### config.mk
export PLATFORM = sky130hd
export DESIGN_NAME = tmr_cmp_pwm
export DESIGN_NICKNAME = d
export VERILOG_FILES = /design/src/rtl/tmr_pkg.sv /design/src/rtl/tmr_counter.sv /design/src/rtl/tmr_cmp_buf.sv /design/src/rtl/tmr_out_chan.sv /design/src/rtl/tmr_cmp_pwm.sv
export SDC_FILE = /design/constraint.sdc
export NUM_CORES = 1
export LEC_CHECK = 0
export CAP_MARGIN = 20
export CORE_AREA = 2 2 76 78
export DETAILED_ROUTE_END_ITERATION = 7
export DIE_AREA = 0 0 78 80
export GPL_TIMING_DRIVEN = 0
export PLACE_DENSITY = 0.87
export SYNTH_ARGS = -nofsm -noshare
export SYNTH_HDL_FRONTEND = slang
export SYNTH_SLANG_ARGS = --single-unit
export TNS_END_PERCENT = 5
### constraint.sdc
create_clock -name clk -period 3 [get_ports clk]
set_input_delay 0.6 -clock clk [delete_from_list [all_inputs] [get_ports clk]]
set_output_delay 0.6 -clock clk [all_outputs]
set_load 0.05 [all_outputs]
### src/rtl/tmr_pkg.sv
// Shared definitions for the compare timer.
// Assumes a 2-bit mode code; bit 0 set marks the PWM modes.
package tmr_pkg;

    typedef enum logic [1:0] {
        WM_FREE  = 2'b00,
        WM_DUAL  = 2'b01,
        WM_CLEAR = 2'b10,
        WM_SINGLE= 2'b11
    } wmode_e;

    // True for both PWM modes.
    function automatic logic is_pwm(input wmode_e m);
        return m[0];
    endfunction

endpackage

### src/rtl/tmr_counter.sv
// Counter core: steps the count on each tick according to the mode,
// tracks the dual-slope direction and raises the wrap pulse.
// Assumes TOP is stable within a PWM period (it comes from a buffered value).
module tmr_counter
    import tmr_pkg::*;
#(
    parameter int W = 8
) (
    input  logic         clk,
    input  logic         rst_n,
    input  logic         tick,
    input  wmode_e       mode,
    input  logic [W-1:0] top,
    output logic [W-1:0] cnt,
    output logic         up_next,
    output logic         at_top,
    output logic         ovf
);
    localparam logic [W-1:0] MAXV = {W{1'b1}};
    localparam logic [W-1:0] ONE  = W'(1);
    localparam logic [W-1:0] ZERO = '0;

    logic         up_q;
    logic         ovf_q;
    logic [W-1:0] cnt_q;
    logic [W-1:0] cnt_n;
    logic         up_n;
    logic         wrap_n;

    // Next count, direction and wrap condition for the current mode.
    always_comb begin
        at_top = (cnt_q == top);
        cnt_n  = cnt_q + ONE;
        up_n   = 1'b1;
        wrap_n = 1'b0;
        unique case (mode)
            WM_FREE: begin
                wrap_n = (cnt_q == MAXV);
            end
            WM_CLEAR: begin
                cnt_n  = at_top ? ZERO : cnt_q + ONE;
                wrap_n = (cnt_q == MAXV);
            end
            WM_SINGLE: begin
                cnt_n  = at_top ? ZERO : cnt_q + ONE;
                wrap_n = at_top;
            end
            WM_DUAL: begin
                if (up_q) begin
                    if (at_top) begin
                        cnt_n = (top == ZERO) ? ZERO : cnt_q - ONE;
                        up_n  = 1'b0;
                    end else begin
                        cnt_n = cnt_q + ONE;
                        up_n  = 1'b1;
                    end
                end else begin
                    if (cnt_q == ZERO) begin
                        cnt_n  = (top == ZERO) ? ZERO : ONE;
                        up_n   = 1'b1;
                        wrap_n = 1'b1;
                    end else begin
                        cnt_n = cnt_q - ONE;
                        up_n  = 1'b0;
                    end
                end
            end
            default: begin
                cnt_n = cnt_q;
            end
        endcase
    end

    // Counter, direction and wrap-pulse registers.
    always_ff @(posedge clk) begin
        if (!rst_n) begin
            cnt_q <= '0;
            up_q  <= 1'b1;
            ovf_q <= 1'b0;
        end else begin
            ovf_q <= tick && wrap_n;
            if (tick) begin
                cnt_q <= cnt_n;
                up_q  <= up_n;
            end
        end
    end

    assign cnt     = cnt_q;
    assign up_next = up_n;
    assign ovf     = ovf_q;

    // single-slope restarts at zero after a tick at TOP.
    a_r3_single_restart: assert property (@(posedge clk) disable iff (!rst_n)
        (tick && mode == WM_SINGLE && at_top) |=> (cnt_q == ZERO));

    // dual-slope turns upward after a tick at zero while falling.
    a_r4_bottom_turn: assert property (@(posedge clk) disable iff (!rst_n)
        (tick && mode == WM_DUAL && !up_q && cnt_q == ZERO) |=> up_q);

    // no tick, no movement.
    a_r2_idle_hold: assert property (@(posedge clk) disable iff (!rst_n)
        !tick |=> (cnt_q == $past(cnt_q)));

    // wrap pulse only follows a tick.
    a_r2_ovf_after_tick: assert property (@(posedge clk) disable iff (!rst_n)
        ovf_q |-> $past(tick));
endmodule

### src/rtl/tmr_cmp_buf.sv
// Compare-value holder: passes the written value straight through in
// non-PWM modes and captures it only at the TOP tick in PWM modes.
// Assumes load is already qualified with tick and TOP.
module tmr_cmp_buf #(
    parameter int W = 8
) (
    input  logic         clk,
    input  logic         rst_n,
    input  logic         pwm,
    input  logic         load,
    input  logic [W-1:0] wr,
    output logic [W-1:0] eff
);
    logic [W-1:0] hold_q;

    // Shadow register: tracks input outside PWM, captures at TOP inside.
    always_ff @(posedge clk) begin
        if (!rst_n) begin
            hold_q <= '0;
        end else if (!pwm || load) begin
            hold_q <= wr;
        end
    end

    assign eff = pwm ? hold_q : wr;

    // in PWM modes the active value moves only on a load.
    a_r12_pwm_hold: assert property (@(posedge clk) disable iff (!rst_n)
        (pwm && !load) |=> (hold_q == $past(hold_q)));
endmodule

### src/rtl/tmr_out_chan.sv
// One compare channel: detects hits, decides the pin takeover and
// updates the waveform level per mode, field and direction.
// Assumes cmp is the active (buffered) compare value and top is stable.
module tmr_out_chan
    import tmr_pkg::*;
#(
    parameter int W    = 8,
    parameter bit IS_A = 1'b0
) (
    input  logic         clk,
    input  logic         rst_n,
    input  logic         tick,
    input  wmode_e       mode,
    input  logic         top_sel,
    input  logic [1:0]   field,
    input  logic         dir,
    input  logic [W-1:0] cnt,
    input  logic [W-1:0] cmp,
    input  logic [W-1:0] top,
    input  logic         at_top,
    input  logic         up_next,
    output logic         wave,
    output logic         ovr,
    output logic         drv,
    output logic         match
);
    logic oc_q;
    logic oc_n;
    logic match_q;
    logic conn;
    logic hit;
    logic ignore;
    logic pwm;

    // Takeover decision and hit qualification.
    always_comb begin
        pwm    = is_pwm(mode);
        hit    = (cnt == cmp);
        ignore = pwm && field[1] && (cmp == top);
        conn   = (field != 2'b00) &&
                 !(pwm && field == 2'b01 && !(IS_A && top_sel));
    end

    // Next waveform level for this tick.
    always_comb begin
        oc_n = oc_q;
        if (conn && tick) begin
            unique case (mode)
                WM_FREE, WM_CLEAR: begin
                    if (hit) begin
                        unique case (field)
                            2'b01:   oc_n = ~oc_q;
                            2'b10:   oc_n = 1'b0;
                            2'b11:   oc_n = 1'b1;
                            default: oc_n = oc_q;
                        endcase
                    end
                end
                WM_SINGLE: begin
                    if (field == 2'b01) begin
                        if (hit) oc_n = ~oc_q;
                    end else begin
                        if (at_top)         oc_n = (field == 2'b10);
                        if (hit && !ignore) oc_n = (field == 2'b11);
                    end
                end
                WM_DUAL: begin
                    if (field == 2'b01) begin
                        if (hit) oc_n = ~oc_q;
                    end else if (ignore) begin
                        if (at_top) oc_n = (field == 2'b10);
                    end else if (hit) begin
                        oc_n = up_next ? (field == 2'b11) : (field == 2'b10);
                    end
                end
                default: oc_n = oc_q;
            endcase
        end
    end

    // Level and hit-pulse registers.
    always_ff @(posedge clk) begin
        if (!rst_n) begin
            oc_q    <= 1'b0;
            match_q <= 1'b0;
        end else begin
            oc_q    <= oc_n;
            match_q <= tick && hit;
        end
    end

    assign wave  = oc_q;
    assign ovr   = conn;
    assign drv   = conn && dir;
    assign match = match_q;

    // a released channel keeps its level.
    a_r5_released_hold: assert property (@(posedge clk) disable iff (!rst_n)
        !conn |=> (oc_q == $past(oc_q)));

    // a hit pulse only follows a tick.
    a_r13_hit_after_tick: assert property (@(posedge clk) disable iff (!rst_n)
        match_q |-> $past(tick));

    // single-slope, field 10, compare at TOP gives a high level after the wrap.
    a_r11_top_steady: assert property (@(posedge clk) disable iff (!rst_n)
        (tick && conn && mode == WM_SINGLE && field == 2'b10 && cmp == top && at_top)
        |=> oc_q);
endmodule

### src/rtl/tmr_cmp_pwm.sv
// Top: counter core, two buffered compare values and two output channels.
// Assumes cnt_en is a single-cycle prescaled pulse and configuration is
// changed only while the wrapper accepts the resulting waveform.
module tmr_cmp_pwm
    import tmr_pkg::*;
#(
    parameter int W = 8
) (
    input  logic         clk,
    input  logic         rst_n,
    input  logic         cnt_en,
    input  logic [2:0]   wave_sel,
    input  logic [W-1:0] cmp_a_wr,
    input  logic [W-1:0] cmp_b_wr,
    input  logic [1:0]   act_a,
    input  logic [1:0]   act_b,
    input  logic         dir_a,
    input  logic         dir_b,
    output logic [W-1:0] count,
    output logic         wave_a,
    output logic         wave_b,
    output logic         ovr_a,
    output logic         ovr_b,
    output logic         drv_a,
    output logic         drv_b,
    output logic         match_a,
    output logic         match_b,
    output logic         ovf
);
    localparam int NCH = 2;
    localparam logic [W-1:0] MAXV = {W{1'b1}};

    wmode_e       mode;
    logic         pwm;
    logic         top_sel;
    logic [W-1:0] top;
    logic [W-1:0] cnt;
    logic         at_top;
    logic         up_next;
    logic         load;

    logic [W-1:0] wr_v   [NCH];
    logic [W-1:0] eff_v  [NCH];
    logic [1:0]   fld_v  [NCH];
    logic         dir_v  [NCH];
    logic         wave_v [NCH];
    logic         ovr_v  [NCH];
    logic         drv_v  [NCH];
    logic         hit_v  [NCH];

    // Mode decode, TOP selection and buffer load strobe.
    always_comb begin
        mode    = wmode_e'(wave_sel[1:0]);
        pwm     = is_pwm(mode);
        top_sel = wave_sel[2];
        top     = (mode == WM_CLEAR || (pwm && top_sel)) ? eff_v[0] : MAXV;
        load    = cnt_en && at_top && pwm;
    end

    assign wr_v[0]  = cmp_a_wr;
    assign wr_v[1]  = cmp_b_wr;
    assign fld_v[0] = act_a;
    assign fld_v[1] = act_b;
    assign dir_v[0] = dir_a;
    assign dir_v[1] = dir_b;

    tmr_counter #(.W(W)) u_cnt (
        .clk     (clk),
        .rst_n   (rst_n),
        .tick    (cnt_en),
        .mode    (mode),
        .top     (top),
        .cnt     (cnt),
        .up_next (up_next),
        .at_top  (at_top),
        .ovf     (ovf)
    );

    for (genvar i = 0; i < NCH; i++) begin : g_ch
        tmr_cmp_buf #(.W(W)) u_buf (
            .clk   (clk),
            .rst_n (rst_n),
            .pwm   (pwm),
            .load  (load),
            .wr    (wr_v[i]),
            .eff   (eff_v[i])
        );

        tmr_out_chan #(.W(W), .IS_A(i == 0)) u_out (
            .clk     (clk),
            .rst_n   (rst_n),
            .tick    (cnt_en),
            .mode    (mode),
            .top_sel (top_sel),
            .field   (fld_v[i]),
            .dir     (dir_v[i]),
            .cnt     (cnt),
            .cmp     (eff_v[i]),
            .top     (top),
            .at_top  (at_top),
            .up_next (up_next),
            .wave    (wave_v[i]),
            .ovr     (ovr_v[i]),
            .drv     (drv_v[i]),
            .match   (hit_v[i])
        );
    end

    assign count   = cnt;
    assign wave_a  = wave_v[0];
    assign wave_b  = wave_v[1];
    assign ovr_a   = ovr_v[0];
    assign ovr_b   = ovr_v[1];
    assign drv_a   = drv_v[0];
    assign drv_b   = drv_v[1];
    assign match_a = hit_v[0];
    assign match_b = hit_v[1];

    // first cycle after reset shows a cleared counter and levels.
    a_r1_reset_clear: assert property (@(posedge clk)
        $past(!rst_n) |-> (count == '0 && !wave_a && !wave_b && !ovf));
endmodule

==> implementation parameters, run 1 <==
Parameter                              Value

Synth
  Async S/R FF share, synth    0
  Total of flip-flops plus latches after synthesis    30
  Synthesized Nets    approximately 400
  Biggest area contributors in the synthesized netlist    sky130_fd_sc_hd__dfxtp_1 21%, sky130_fd_sc_hd__mux2i_1 11%, sky130_fd_sc_hd__xnor2_1 5.7%, sky130_fd_sc_hd__ha_1 4.7%, sky130_fd_sc_hd__nor2_1 4.5%
  Number of distinct library cells after synthesis    64
  Cell area after technology mapping    0.00291 mm2
  EDFF count, synth    0
  Predominant post-synthesis flop cell    sky130_fd_sc_hd__dfxtp_1
  Share of the yosys chip area belonging to registers    0.207
  Area share of the largest cell type after synthesis    0.207
  Count of yosys warnings during synthesis    0
  Number of cells produced by synthesis    between 300 and 400
  Top cell type by total area after synthesis    sky130_fd_sc_hd__dfxtp_1
  Syn avg cell area    8.03 um2

Routing
  Total wirelength of the detailed-routed design    8540 um
  Metal1 wirelength    3440 um
  Met2 Routed Length    around 4000 um
  Detail Route Antenna Nets    0
  DR WL/cell    17.6 um
  Detail Route met3 WL    702 um
  Drt first-iter violations    roughly 380
  Residual DRC count    0
  Per-cell via count in the routed design    6.46
  Via total after detailed routing    3125
  DR top layer    met4
  First-pass iteration count of the detailed router    5

Placed design
  Placed standard-cell area    about 0.0034 mm2
  Global placer's final weighted congestion    0.964
  Pre-CTS setup slack    -0.599 ns
  Detailed placer's ending HPWL    6340 um
  Quantity of I/O buffers inserted on ports    roughly 40

CTS
  Clock edge transition at the registers on the reported setup and hold paths    0.07 ns
  Level count of the clock H-tree    2
  Inserted Clock Buffers    5
  Buffer levels on the longest clock path    2
  Hold buffer count at CTS    0
  Skew-Pair Late Insertion Delay    ~0.29 ns
  TritonCTS clock tree    built
  Clock Sinks    30
  Root Buffer Master    sky130_fd_sc_hd__clkbuf_8

Die
  I/O Pins    45
  Starting utilization of the core area    0.538
  Die Y    80 um
  Placeable core region    0.00541 mm2
  Number of cell rows    27
  Die width    78 um
  Die area    0.00624 mm2

GRT
  Via count of the first global-routing pass    2964
  Total Routing Usage GR    0.286
  Antenna violations before repair    0
  Wire length of the first global-routing pass    14200 um
  Pin count of the biggest net entering global routing    11
  GRT Residual Overflow    0

Run
  Reported max-cap violation count    0

Critical path
  Cell-by-cell listing of the critical path    clkdlybuf4s50_1, inv_1, ha_1, a21oi_2, and2_1, clkdlybuf4s15_2
  Destination of the worst register-to-register timing path    u_cnt.cnt[7]
  Count of buffering cells on the critical path with inverters included    3
  Slowest CP cell    sky130_fd_sc_hd__clkdlybuf4s50_1
  CP Capture Point    drv_b
  Levels on crit path    6
  Crit path launch type    primary input
  Biggest cell delay along the critical path    between 0.6 and 0.7 ns
  Type of the setup path with the least slack    primary input to output port
  Crit path launch    act_b[1]
  Worst Reg2Reg Path Length in Cells    10
  Critical register-to-register path startpoint    u_cnt.cnt[4]
  CP delay by family, top    buffers and inverters
  Highest net fanout along the worst path    8
  Register-to-register setup slack    0.17 ns
  Required @ worst endpoint    2.40 ns
  Arrival @ worst endpoint    2.41 ns
  Capturing element type of the critical path    output port

STA
  Final cycle utilization of the critical path    1.00
  Final Max Slew Viols    0
  Highest Clock Rate    roughly 0.33 GHz
  Actual slew at the worst max-slew pin    about 0.63 ns
  Final hold violation count    0
  Worst Hold Margin    0.509 ns
  Setup slack after layout    -0.00781 ns
  Slew HR    0.582
  Post-Route Skew    0.00760 ns
  Shortest period the worst path allows    3.01 ns
  Final count of negative-setup-slack endpoints    2
  Setup repair after global routing missed its margin    true

Final layout
  Post-route core utilization    0.661
  Antenna fix cells    0
  Proportion of layout cells with a drive suffix above 1    0.124
  Summed area of non-filler cells in the final layout    0.00357 mm2
  Final #Nets    between 400 and 500
  Layout area overhead    22.8%

Power and ir drop
  IR Drop Worst-Case VDD    295 uV
  Overall power consumption    1.16 mW
  Power per unit of standard cell area    between 300 and 400 mW/mm2
  Leakage Power    1.36 nW

Min path
  Type of the worst min-delay path    register to register

Status
  Violations in the final reports    setup timing
  Run status    finished, violations left
## cell usage after synthesis (11+ instances only)
| cell type | number |
|---|---|
| sky130_fd_sc_hd__nand3_1 | 11 |
| sky130_fd_sc_hd__inv_1 | 12 |
| sky130_fd_sc_hd__mux2i_1 | 31 |
| sky130_fd_sc_hd__nor2_1 | 35 |
| sky130_fd_sc_hd__a31oi_1 | 12 |
| sky130_fd_sc_hd__clkbuf_1 | 20 |
| sky130_fd_sc_hd__nand2_1 | 19 |
| sky130_fd_sc_hd__a21oi_1 | 17 |
| sky130_fd_sc_hd__o21ai_0 | 17 |
| sky130_fd_sc_hd__xnor2_1 | 19 |
| sky130_fd_sc_hd__ha_1 | 11 |
| sky130_fd_sc_hd__dfxtp_1 | 30 |
## per-stage QoR
stage / setup TNS (ns) / std cells
floorplan: -0.186 / 362
global placement: -10.59 / 475
detailed placement: -12.43 / 475
CTS: -0.139 / 483
global route: -0.313 / 484
finish: -0.0106 / 484
## how the worst min path moves through the flow
stage,startpoint,endpoint,depth (start not counted)
global placement,g_ch[1].u_buf.hold_q[7],g_ch[1].u_buf.hold_q[7],2
finish,g_ch[1].u_buf.hold_q[4],g_ch[1].u_buf.hold_q[4],2
CTS,g_ch[1].u_buf.hold_q[4],g_ch[1].u_buf.hold_q[4],2
floorplan,g_ch[1].u_buf.hold_q[7],g_ch[1].u_buf.hold_q[7],2
global route,g_ch[1].u_buf.hold_q[4],g_ch[1].u_buf.hold_q[4],2
detailed placement,g_ch[1].u_buf.hold_q[4],g_ch[1].u_buf.hold_q[4],2
## repair_timing
action | 4_1_cts | 5_1_grt
setup buffers | 0 | 1
endpoints found under the hold margin | 0 | 0
resized for setup | 15 | 10
setup endpoints to repair | 29 | 23
gates cloned | 0 | 0
pin swaps | 0 | 2
## routing by layer
| layer | vias to the layer above | GRT usage |
|---|---|---|
| met2 | 195 | 0.483 |
| met4 | 0 | 0.170 |
| met3 | 40 | 0.0498 |
| met1 | 1455 | 0.340 |
| met5 | - | 0 |
| li1 | 1435 | - |
## cell type report
type	instances	area, um2
flip-flops and latches	30	601
fillers	434	1830
plain buffers	32	216
well taps	72	90.1
inverters	13	48.8
multi-input cells	287	2110
clock inverters	1	5.00
repair buffers	42	413
clock buffers	7	86.3
## layout by cell type, fill, tap and decap left out, drive strengths merged, types with 5 or more instances in the layout
cell / netlist / routed
a21oi: 17 / 17
a31oi: 12 / 12
buf: 12 / 12
clkbuf: 20 / 30
clkdlybuf4s50: 0 / 36
dfxtp: 30 / 30
ha: 11 / 11
inv: 13 / 13
mux2: 5 / 5
mux2i: 35 / 35
nand2: 19 / 19
nand3: 11 / 11
nand3b: 7 / 7
nand4: 5 / 5
nor2: 35 / 35
nor2b: 5 / 5
nor3: 6 / 6
nor3b: 5 / 5
nor4: 7 / 7
o21ai: 18 / 18
o221ai: 8 / 8
or3: 5 / 5
xnor2: 19 / 19
## tightest hold or removal path: cells and delay by family, from the launching register on
family           cells  cell delay (ns)
flip-flops           1             0.33
multiplexers         1             0.07
AND/OR/NAND/NOR      1             0.08
## flip-flops by register name, indices dropped and copies added (netlist names)
register and cells:
u_cnt.ovf 1, g_ch.u_out.match 2, g_ch.u_buf.hold_q 16, u_cnt.cnt 8, u_cnt.up_q 1, g_ch.u_out.wave 2
## power by group
part | internal [mW] | switching [mW]
clock | 0.185 | 0.161
combinational | 0.168 | 0.215
sequential | 0.416 | 0.0174
## cells by family after synthesis
family,share of synthesized area
simple gates,0.231
flops,0.207
compound gates,0.212
fa+ha+maj,0.0473
buf+inv,0.0882
mux,0.149
xor+xnor,0.0663
Note: power is estimated with default switching activity, not from simulation.
==> run 2, diff against run 1 <==
- ABC_AREA: unset -> 1
- CORE_AREA: 2 2 76 78 -> 2 2 75 77
- DIE_AREA: 0 0 78 80 -> 0 0 77 79
- PLACE_DENSITY: 0.87 -> 0.86
==> run 2 against run 1 <==
Against the previous run: the run now ends clean; clock skew is 0.0024 ns lower; critical path depth is 1 higher; hold slack got worse by 0.037 ns; critical path type unchanged; highest routed layer unchanged; register-to-register slack improved by 0.43 ns; synthesized cell count up 27%; first-iteration DRC count shrank 45%; largest cell class unchanged; critical endpoint unchanged; synthesized area is 4.8% lower; final area shrank 5.0%; setup slack better by 0.088 ns; via count is 3.5% higher.
==> implementation parameters, run 2 <==
Parameter                              Value

Status
  Run status    finished clean (was finished, violations left)

GRT
  Total Routing Usage GR    0.281 (was 0.286)
  Via count of the first global-routing pass    2892 (was 2964)
  GRT Residual Overflow    0 (unchanged)
  Pin count of the biggest net entering global routing    11 (unchanged)
  Wire length of the first global-routing pass    13800 um (was 14200 um)
  Antenna violations before repair    0 (unchanged)

CTS
  Level count of the clock H-tree    2 (unchanged)
  Clock Sinks    30 (unchanged)
  Inserted Clock Buffers    5 (unchanged)
  Buffer levels on the longest clock path    2 (unchanged)
  Skew-Pair Late Insertion Delay    0.29 ns (about the same)
  TritonCTS clock tree    built (unchanged)
  Hold buffer count at CTS    0 (unchanged)
  Root Buffer Master    sky130_fd_sc_hd__clkbuf_8 (unchanged)
  Clock edge transition at the registers on the reported setup and hold paths    0.07 ns (about the same)

Synth
  Syn avg cell area    6.00 um2 (was 8.03 um2)
  Count of yosys warnings during synthesis    0 (unchanged)
  Predominant post-synthesis flop cell    sky130_fd_sc_hd__dfxtp_1 (unchanged)
  Synthesized Nets    500 (was 401)
  Cell area after technology mapping    0.00277 mm2 (was 0.00291 mm2)
  Top cell type by total area after synthesis    sky130_fd_sc_hd__dfxtp_1 (unchanged)
  EDFF count, synth    0 (unchanged)
  Share of the yosys chip area belonging to registers    0.217 (was 0.207)
  Total of flip-flops plus latches after synthesis    30 (unchanged)
  Most frequent cells after synthesis    110 x sky130_fd_sc_hd__nand2_1, 68 x sky130_fd_sc_hd__inv_1, 32 x sky130_fd_sc_hd__nor2_1, 31 x sky130_fd_sc_hd__nand3_1 (was 35 x sky130_fd_sc_hd__nor2_1, 31 x sky130_fd_sc_hd__mux2i_1, 30 x sky130_fd_sc_hd__dfxtp_1, 20 x sky130_fd_sc_hd__clkbuf_1)
  Area share of the largest cell type after synthesis    0.217 (was 0.207)
  Number of distinct library cells after synthesis    37 (was 64)
  Biggest area contributors in the synthesized netlist    sky130_fd_sc_hd__dfxtp_1 22%, sky130_fd_sc_hd__nand2_1 15%, sky130_fd_sc_hd__inv_1 9.2%, sky130_fd_sc_hd__nand3_1 5.6%, sky130_fd_sc_hd__a21oi_1 5.4% (was sky130_fd_sc_hd__dfxtp_1 21%, sky130_fd_sc_hd__mux2i_1 11%, sky130_fd_sc_hd__xnor2_1 5.7%, sky130_fd_sc_hd__ha_1 4.7%, sky130_fd_sc_hd__nor2_1 4.5%)
  Async S/R FF share, synth    0 (unchanged)
  Number of cells produced by synthesis    461 (was 362)
  Most repeated cell in the gate-level netlist after synthesis    sky130_fd_sc_hd__nand2_1 (was sky130_fd_sc_hd__nor2_1)

STA
  Final Max Slew Viols    0 (unchanged)
  Final hold violation count    0 (unchanged)
  Post-Route Skew    0.00517 ns (was 0.00760 ns)
  Final count of negative-setup-slack endpoints    0 (was 2)
  Worst Hold Margin    0.471 ns (was 0.509 ns)
  Shortest period the worst path allows    2.92 ns (was 3.01 ns)
  Slew HR    0.656 (was 0.582)
  Actual slew at the worst max-slew pin    0.514 ns (was 0.627 ns)
  Total negative slack for setup checks    0 ns (was -0.0106 ns)
  Setup repair after global routing missed its margin    false (was true)
  Final cycle utilization of the critical path    0.973 (was 1.00)
  Highest Clock Rate    0.343 GHz (was 0.332 GHz)

Min path
  Type of the worst min-delay path    register to register (unchanged)

Die
  Die area    0.00608 mm2 (was 0.00624 mm2)
  Die Y    79 um (was 80 um)
  Starting utilization of the core area    0.519 (was 0.538)
  Number of cell rows    27 (unchanged)
  Die width    77 um (was 78 um)
  I/O Pins    45 (unchanged)
  Placeable core region    0.00534 mm2 (was 0.00541 mm2)

Power and ir drop
  IR Drop Worst-Case VDD    243 uV (was 295 uV)
  Leakage Power    1.59 nW (was 1.36 nW)
  Power per unit of standard cell area    388 mW/mm2 (was 325 mW/mm2)

Routing
  Residual DRC count    0 (unchanged)
  Per-cell via count in the routed design    5.55 (was 6.46)
  Via total after detailed routing    3234 (was 3125)
  Detail Route Antenna Nets    0 (unchanged)
  Drt first-iter violations    210 (was 384)
  First-pass iteration count of the detailed router    5 (unchanged)
  Total wirelength of the detailed-routed design    8280 um (was 8540 um)
  DR WL/cell    14.2 um (was 17.6 um)

Critical path
  Cell-by-cell listing of the critical path    clkdlybuf4s50_1, inv_1, ha_1, a21oi_2, inv_1, nor2_1, clkdlybuf4s15_1 (was clkdlybuf4s50_1, inv_1, ha_1, a21oi_2, and2_1, clkdlybuf4s15_2)
  Highest net fanout along the worst path    4 (was 8)
  Biggest cell delay along the critical path    0.53 ns (was 0.62 ns)
  Type of the setup path with the least slack    primary input to output port (unchanged)
  Arrival @ worst endpoint    2.32 ns (was 2.41 ns)
  Library cell appearing most often on the critical path    sky130_fd_sc_hd__inv_1
  Slowest CP cell    sky130_fd_sc_hd__clkdlybuf4s50_1 (unchanged)
  CP delay by family, top    buffers and inverters (unchanged)
  Required @ worst endpoint    2.40 ns (about the same)
  Crit path launch type    primary input (unchanged)
  Capturing element type of the critical path    output port (unchanged)
  Register-to-register setup slack    0.60 ns (was 0.17 ns)
  Count of buffering cells on the critical path with inverters included    4 (was 3)

Run
  Reported max-cap violation count    0 (unchanged)

Final layout
  Layout area overhead    22.6% (was 22.8%)
  Post-route core utilization    0.635 (was 0.661)
  Number of flip-flops in the largest register    16 (unchanged)
  Filler cell count in the final layout    536 (was 434)
  Number of standard cells in the final layout excluding fillers    583 (was 484)
  Final #Nets    549 (was 450)
  Commonest cells after routing, fill and taps aside    110 x sky130_fd_sc_hd__nand2_1, 68 x sky130_fd_sc_hd__inv_1, 38 x sky130_fd_sc_hd__clkdlybuf4s50_1 (was 36 x sky130_fd_sc_hd__clkdlybuf4s50_1, 35 x sky130_fd_sc_hd__nor2_1, 30 x sky130_fd_sc_hd__mux2i_1, 30 x sky130_fd_sc_hd__dfxtp_1, 21 x sky130_fd_sc_hd__clkbuf_1)
  Commonest non-fill, non-tap cell in the layout    sky130_fd_sc_hd__nand2_1 (was sky130_fd_sc_hd__clkdlybuf4s50_1)
  Proportion of layout cells with a drive suffix above 1    0.0900 (was 0.124)
  Most flop-heavy register    g_ch.u_buf.hold_q (unchanged)
  Antenna fix cells    0 (unchanged)

Placed design
  Global placer's final weighted congestion    0.939 (was 0.964)
  Detailed placer's ending HPWL    6450 um (was 6340 um)
  Placed cell count    575 (was 475)
  Quantity of I/O buffers inserted on ports    42 (was 41)
## run 2: cell count changes after synthesis, moves of 11 or more
cell / previous run / this run
sky130_fd_sc_hd__a21oi_1: 17 / 30
sky130_fd_sc_hd__mux2i_1: 31 / 0
sky130_fd_sc_hd__nand2_1: 19 / 110
sky130_fd_sc_hd__clkbuf_1: 20 / 9
sky130_fd_sc_hd__o21ai_1: 1 / 15
sky130_fd_sc_hd__nand3_1: 11 / 31
sky130_fd_sc_hd__xnor2_1: 19 / 0
sky130_fd_sc_hd__xor2_1: 3 / 15
sky130_fd_sc_hd__inv_1: 12 / 68
sky130_fd_sc_hd__o21ai_0: 17 / 29
## run 2: logic make-up (layout without fill, tap and decap cells)
kind of cell | after synthesis | count (layout) | share of synthesized area
flops | 30 | 30 | 0.217
fa+ha+maj | 11 | 11 | 0.0497
simple gates | 214 | 214 | 0.344
xor+xnor | 15 | 15 | 0.0475
compound gates | 99 | 99 | 0.197
buf+inv | 92 | 142 | 0.144
## run 2: cell type report
type / count / area [um2] / area share
inverters: 74 / 283 / 0.0834
clock buffers: 5 / 68.8 / 0.0203
repair buffers: 42 / 413 / 0.122
flip-flops and latches: 30 / 601 / 0.177
plain buffers: 18 / 116 / 0.0343
multi-input cells: 339 / 1780 / 0.525
well taps: 72 / 90.1 / 0.0266
clock inverters: 3 / 40.0 / 0.0118
## run 2: power by group
part           internal, mW  switching (mW)  leakage [nW]
Sequential            0.424          0.0222         0.248
Clock                 0.244           0.165        0.0579
Combinational         0.164           0.297          1.28
Total                 0.832           0.484          1.59
## run 2: layer usage
| metal | GRT usage | vias up | share of wire |
|---|---|---|---|
| met1 | 0.377 | 1470 | 0.44 |
| met2 | 0.465 | 147 | 0.46 |
| met5 | 0 | - | 0 |
| li1 | - | 1592 | - |
| met3 | 0.0386 | 25 | 0.069 |
| met4 | 0.102 | 0 | 0.029 |
## run 2: path summary, 6_finish.rpt
check,cells past startpoint,start,endpoint
setup / recovery,7,act_b[1],drv_b
hold / removal,2,g_ch[0].u_buf.hold_q[0],g_ch[0].u_buf.hold_q[0]
setup reg to reg,11,u_cnt.cnt[3],g_ch[1].u_buf.hold_q[3]
hold reg to reg,2,g_ch[0].u_buf.hold_q[0],g_ch[0].u_buf.hold_q[0]
## run 2: tightest hold or removal path: cells and delay by family, from the launching register on
family	cells	cell delay, ns
buf+inv	1	0.06
compound gates	1	0.06
flops	1	0.30
## run 2: timing repair
action / CTS / global route
resized for setup: 4 / 3
setup endpoints to repair: 4 / 2
setup buffers: 0 / 0
endpoints found under the hold margin: 0 / 0
## run 2: per-stage QoR
stage / setup slack, ns / area (um2) / power (mW)
2_1_floorplan: -0.0438 / 2780 / 0.767
3_3_place_gp: -0.204 / 3290 / 0.898
3_5_place_dp: -0.284 / 3290 / 0.907
4_1_cts: 0.00844 / 3390 / 1.31
5_1_grt: 0.00828 / 3390 / 1.38
6_report: 0.0804 / 3390 / 1.32
